[src/rtl/mtree_pkg.sv]
package mtree_pkg;

    // Shift-add product of two small unsigned values; used to fill digit tables.
    function automatic int unsigned small_mul(input int unsigned x, input int unsigned y);
        int unsigned acc;
        acc = 0;
        for (int k = 0; k < 16; k++) begin
            if (y[k]) acc = acc + (x << k);
        end
        return acc;
    endfunction

endpackage

[src/rtl/digit_lut.sv]
module digit_lut #(
    parameter int D = 2
) (
    input  logic           clk,
    input  logic           rst,
    input  logic [D-1:0]   a_dig,
    input  logic [D-1:0]   b_dig,
    output logic [2*D-1:0] prod_q
);
    import mtree_pkg::*;

    localparam int PW2  = 2 * D;
    localparam int NENT = 1 << PW2;

    logic [PW2-1:0] tbl [NENT];
    logic [PW2-1:0] prod_d;

    // Table indexed by {a_dig, b_dig}
    always_comb begin
        for (int k = 0; k < NENT; k++) begin
            tbl[k] = PW2'(small_mul(k >> D, k % (1 << D)));
        end
        prod_d = tbl[{a_dig, b_dig}];
    end

    always_ff @(posedge clk) begin
        prod_q <= prod_d;
    end

    // every registered digit product matches its two digits
    a_r2_lut_exact: assert property (@(posedge clk) disable iff (rst)
        prod_q == PW2'($past(a_dig)) * PW2'($past(b_dig)));

endmodule

[src/rtl/tree_level.sv]
module tree_level #(
    parameter int NIN = 16,
    parameter int PW  = 16
) (
    input  logic                        clk,
    input  logic                        rst,
    input  logic [NIN-1:0][PW-1:0]      opnd,
    output logic [NIN/2-1:0][PW-1:0]    sum_q
);
    localparam int NOUT = NIN / 2;

    logic [NOUT-1:0][PW-1:0] sum_d;

    always_comb begin
        for (int k = 0; k < NOUT; k++) begin
            sum_d[k] = opnd[2*k] + opnd[2*k+1];
        end
    end

    always_ff @(posedge clk) begin
        sum_q <= sum_d;
    end

    for (genvar k = 0; k < NOUT; k++) begin : g_chk
        // a node's sum never falls below either addend (no wrap-around)
        a_r4_no_wrap: assert property (@(posedge clk) disable iff (rst)
            (sum_q[k] >= $past(opnd[2*k])) && (sum_q[k] >= $past(opnd[2*k+1])));
    end

endmodule

[src/rtl/mtree_mul.sv]
module mtree_mul #(
    parameter int W = 8,
    parameter int D = 2
) (
    input  logic           clk,
    input  logic           rst,
    input  logic           in_vld,
    input  logic [W-1:0]   in_a,
    input  logic [W-1:0]   in_b,
    output logic           out_vld,
    output logic [2*W-1:0] out_p
);
    localparam int ND  = W / D;
    localparam int NPP = ND * ND;
    localparam int LVL = $clog2(NPP);
    localparam int LAT = LVL + 1;
    localparam int PW  = 2 * W;

    typedef struct packed {
        logic [LAT-1:0] vld;
    } ctl_t;

    ctl_t ctl_d, ctl_q;

    logic [2*D-1:0] dp [NPP];
    logic [NPP-1:0][PW-1:0] pp;

    // Digit grid: multiplicand digit i times multiplier digit j
    for (genvar i = 0; i < ND; i++) begin : g_row
        for (genvar j = 0; j < ND; j++) begin : g_col
            digit_lut #(.D(D)) u_lut (
                .clk    (clk),
                .rst    (rst),
                .a_dig  (in_a[i*D +: D]),
                .b_dig  (in_b[j*D +: D]),
                .prod_q (dp[i*ND + j])
            );
            assign pp[i*ND + j] = PW'(dp[i*ND + j]) << (D * (i + j));
        end
    end

    // Registered binary adder tree
    for (genvar l = 0; l < LVL; l++) begin : g_lvl
        localparam int NIN = NPP >> l;
        logic [NIN/2-1:0][PW-1:0] sum;
        if (l == 0) begin : g_first
            tree_level #(.NIN(NIN), .PW(PW)) u_lvl (
                .clk(clk), .rst(rst), .opnd(pp), .sum_q(sum));
        end else begin : g_next
            tree_level #(.NIN(NIN), .PW(PW)) u_lvl (
                .clk(clk), .rst(rst), .opnd(g_lvl[l-1].sum), .sum_q(sum));
        end
    end

    assign out_p = g_lvl[LVL-1].sum[0];

    // Valid pipeline, same depth as the data path
    always_comb begin
        ctl_d     = ctl_q;
        ctl_d.vld = {ctl_q.vld[LAT-2:0], in_vld};
        if (rst) ctl_d.vld = '0;
    end

    always_ff @(posedge clk) begin
        ctl_q <= ctl_d;
    end

    assign out_vld = ctl_q.vld[LAT-1];

    // Edges since reset, saturating at LAT; gives assertions a clean window
    logic [$clog2(LAT+1)-1:0] since_q;
    always_ff @(posedge clk) begin
        if (rst)                       since_q <= '0;
        else if (int'(since_q) < LAT)  since_q <= since_q + 1'b1;
    end

    // end-to-end product matches the operands LAT edges earlier
    a_r1_product: assert property (@(posedge clk) disable iff (rst)
        (int'(since_q) == LAT && out_vld) |->
            out_p == PW'($past(in_a, LAT)) * PW'($past(in_b, LAT)));

    // output valid is the input valid delayed by LAT edges
    a_r5_vld_latency: assert property (@(posedge clk) disable iff (rst)
        (int'(since_q) == LAT) |-> out_vld == $past(in_vld, LAT));

    // a reset edge leaves no valid product behind it
    a_r8_reset_clears: assert property (@(posedge clk)
        $past(rst) |-> !out_vld);

endmodule

[config.mk]
export PLATFORM = sky130hd
export DESIGN_NAME = mtree_mul
export DESIGN_NICKNAME = d
export VERILOG_FILES = /design/src/rtl/mtree_pkg.sv /design/src/rtl/digit_lut.sv /design/src/rtl/tree_level.sv /design/src/rtl/mtree_mul.sv
export SDC_FILE = /design/constraint.sdc
export NUM_CORES = 1
export LEC_CHECK = 0
export ABC_AREA = 0
export BUFFER_PORTS_ARGS = -buffer_cell sky130_fd_sc_hd__buf_4
export CAP_MARGIN = 20
export CORE_UTILIZATION = 30
export DETAILED_ROUTE_END_ITERATION = 10
export GPL_ROUTABILITY_DRIVEN = 0
export GPL_TIMING_DRIVEN = 0
export PLACE_DENSITY_LB_ADDON = 0.1
export SLEW_MARGIN = 0
export SYNTH_ARGS = -nofsm -noshare
export SYNTH_HDL_FRONTEND = slang
export SYNTH_HIERARCHICAL = 1
export SYNTH_SLANG_ARGS = --single-unit
[constraint.sdc]
create_clock -name clk -period 5 [get_ports clk]
set_clock_uncertainty 0.2 [all_clocks]
set_input_delay 0.75 -clock clk [delete_from_list [all_inputs] [get_ports clk]]
set_output_delay 0.75 -clock clk [all_outputs]
set_load 0.005 [all_outputs]
==> impl_metrics.tcl <==
set metrics [dict create \
    area_growth_pct 18.4 \
    synth_top_cell_area_share_pct 34.3 \
    tightest_slew_ns 0.559 \
    ios 36 \
    hold_buffers 0 \
    yosysMostFrequentCell "dfxtp_1" \
    synth.avg_cell_area_um2 9.56 \
    grt_pass1_vias 12700 \
    maxSlewHeadroom_pct 62.3 \
    numPortBuffers 35 \
    finalCriticalPeriod_ns 2.65 \
    start_kind "flop" \
    clock_sinks 309 \
    report.final.slew_viol_count 0 \
    root_buffer "clkbuf_16" \
    hold_depth 2 \
    regToRegSetupSlack_ns 2.35 \
    ys.flop_type "dfxtp_1" \
    yosys_warnings 6 \
    internal_power_w 0.00749 \
    rsz0062_at_grt "no" \
    seqPwrFrac_pct 29.9 \
    clkPwrFrac_pct 23.7 \
    comb_power_share_pct 46.4 \
    die_h_um 247 \
    setup_viol 0 \
    synth-edff-count 0 \
    hold_ws_ns 0.195 \
    dp_hpwl_mm 31.7 \
    clock_latency_ns 0.56 \
    synthCells 1885 \
    violations "design-rule violations" \
    r2r_end "g_lvl[1].g_next.u_lvl/sum_q[30]$_DFF_P_" \
    fin_crit_sh_pct 53.0 \
    yosysTopAreaCell "dfxtp_1" \
    fmax_ghz 0.378 \
    synthDistinctLibCells 96 \
    status "finished, violations left" \
    netSwitchingFraction_pct 37.7 \
    antenna_found_initial 3 \
    endpoint_kind "flop" \
    powerDensity_nw_per_um2 563 \
    synthTopCellsByArea "dfxtp_1 (34%), ha_1 (17%), xnor2_1 (5.3%), a21oi_1 (4.3%), a21o_1 (3.8%)" \
    synthesis.area_um2 18000 \
    drive_gt1_share_pct 8.07 \
    synth_seq_cells 309 \
    drc 32 \
    cp_max_fo 3 \
    cp.arrival_ns 2.85 \
    hold_viol 0 \
    wl_per_cell_um 13.6 \
    grt_pass1_wl_mm 64.9 \
    routed_wl_mm 40.2 \
    vdd_drop_max_v 0.000306 \
    fp.coreArea_um2 59200 \
    drt-initial-drc-count 485 \
    power.switching_w 0.00452 \
    hold_path.class "input pin to flop" \
    min_from "rst" \
    p_leak_nw 10.3 \
    cts_buffers 39 \
    overflow 0 \
    synthArstFlopShare_pct 0 \
    cts_setup_buffers 0 \
    seq_area_frac_synth_pct 34.3 \
    setup_tns_ns 0 \
    clk_pin_slew_ns 0.05 \
    num_vias 13700 \
    grt_max_degree 21 \
    track_usage_pct 13.2 \
    worstReg2RegStart "g_lvl[0].g_first.u_lvl/sum_q[32]$_DFF_P_" \
    cp.required_ns 5.20 \
    fin_nets 2442 \
    via_per_inst 4.63 \
    ant_nets 0 \
    clockBufferDepth 3 \
    initial_core_util_pct 30.4 \
    num_rows 89 \
    maxCapViolCount 0 \
    fp.dieArea_um2 61100 \
    htree_levels 2 \
    cts_tree "built" \
    synth_common_cells "dfxtp_1 (309), ha_1 (241), a21oi_1 (156), xnor2_1 (110), nand2_1 (103)" \
    dr.pass1.iters 8 \
    cts_resized 0 \
    hold-path-endpoint "ctl_q[3]$_SDFF_PP0_" \
    r2r_cells 8 \
    fp.dieW_um 247 \
    crit_type "flop to flop" \
]
## layout make-up
class,instances,area (um^2)
Fill cell,6098,37900
Antenna cell,1,2.50
Multi-Input combinational cell,1708,12300
Clock inverter,17,200
Clock buffer,49,1120
Inverter,53,199
Tap cell,773,967
Sequential cell,309,6190
Timing Repair Buffer,35,263
Buffer,21,100
## power groups by stage
stage | Sequential, W | Combinational (W) | Clock (W)
floorplan | 0.00350 | 0.00433 | 0
global route | 0.00367 | 0.00630 | 0.00307
finish | 0.00359 | 0.00557 | 0.00285
CTS | 0.00362 | 0.00553 | 0.00297
global placement | 0.00366 | 0.00549 | 0
detailed placement | 0.00367 | 0.00550 | 0
## critical path: stages (launching register included)
cell and delay [ns]:
dfxtp_1 0.30, ha_1 0.23, fa_1 0.41, a21o_1 0.22, a221oi_2 0.33, o31ai_1 0.16, nor2_1 0.17, o21bai_1 0.10
xnor2_1 0.38
## registers in the layout (all words and copies together) (netlist names)
| signal | cells |
|---|---|
| ctl_q | 5 |
| g_lvl.g_next.u_lvl/sum_q | 112 |
| g_row.g_col.u_lut/prod_q | 64 |
| g_lvl.g_first.u_lvl/sum_q | 128 |
## placed cells by master (no fill, tap or decap), types with 21 or more instances in the layout
cell type and count:
a21o_1 91, and3_1 32, and2_1 23, nor2_1 101, a21oi_1 156, xnor2_1 110
xor2_1 77, o21ai_0 70, a211oi_1 22, ha_1 241, o21bai_1 21, nand3_1 49
dfxtp_1 309, nor3_1 36, clkbuf_16 41, inv_1 53, mux2i_1 25, nand2_1 103
conb_1 207, nor2b_1 37, buf_4 38
## layer usage
metal / up-vias / track usage, % / part of all wire, %
met5: - / 0 / 0
met4: 0 / 3.34 / 1.8
met3: 46 / 2.50 / 3.6
met2: 164 / 19.4 / 40
met1: 6243 / 19.4 / 54
li1: 7289 / - / -
## logic make-up (layout without fill, tap and decap cells)
group | after synthesis | in the layout | share of synthesized area, %
AO/OA/AOI/OAI | 548 | 548 | 21.0
AND/OR/NAND/NOR | 485 | 485 | 14.2
flip-flops | 309 | 309 | 34.3
adder cells (fa/ha/maj) | 256 | 256 | 18.4
XOR/XNOR | 187 | 187 | 9.08
buffers and inverters | 74 | 175 | 1.66
multiplexers | 25 | 25 | 1.39
other | 1 | 208 | 0.0208
## metrics by stage
step           cells  power (W)  setup slack, ns  util [%]  instance area, um^2
3_5_place_dp    2899    0.00916             2.33      33.8                20000
5_1_grt         2965     0.0130             2.17      36.0                21300
6_report        2966     0.0120             2.35      36.0                21400
2_1_floorplan   2091    0.00783             2.79         -                18800
3_3_place_gp    2899    0.00915             2.31      33.8                20000
4_1_cts         2965     0.0121             2.32      36.0                21300
## how the worst max path moves through the flow
stage	slack [ns]	from	end	depth (start not counted)
2_1_floorplan	2.79	g_lvl[0].g_first.u_lvl/sum_q[0]$_DFF_P_	g_lvl[1].g_next.u_lvl/sum_q[12]$_DFF_P_	8
3_3_place_gp	2.31	g_lvl[0].g_first.u_lvl/sum_q[32]$_DFF_P_	g_lvl[1].g_next.u_lvl/sum_q[30]$_DFF_P_	8
3_5_place_dp	2.33	g_lvl[0].g_first.u_lvl/sum_q[32]$_DFF_P_	g_lvl[1].g_next.u_lvl/sum_q[30]$_DFF_P_	8
4_1_cts	2.32	g_lvl[0].g_first.u_lvl/sum_q[32]$_DFF_P_	g_lvl[1].g_next.u_lvl/sum_q[30]$_DFF_P_	8
5_1_grt	2.17	g_lvl[0].g_first.u_lvl/sum_q[32]$_DFF_P_	g_lvl[1].g_next.u_lvl/sum_q[30]$_DFF_P_	8
6_report	2.35	g_lvl[0].g_first.u_lvl/sum_q[32]$_DFF_P_	g_lvl[1].g_next.u_lvl/sum_q[30]$_DFF_P_	8
Note: power is estimated with default switching activity, not from simulation.
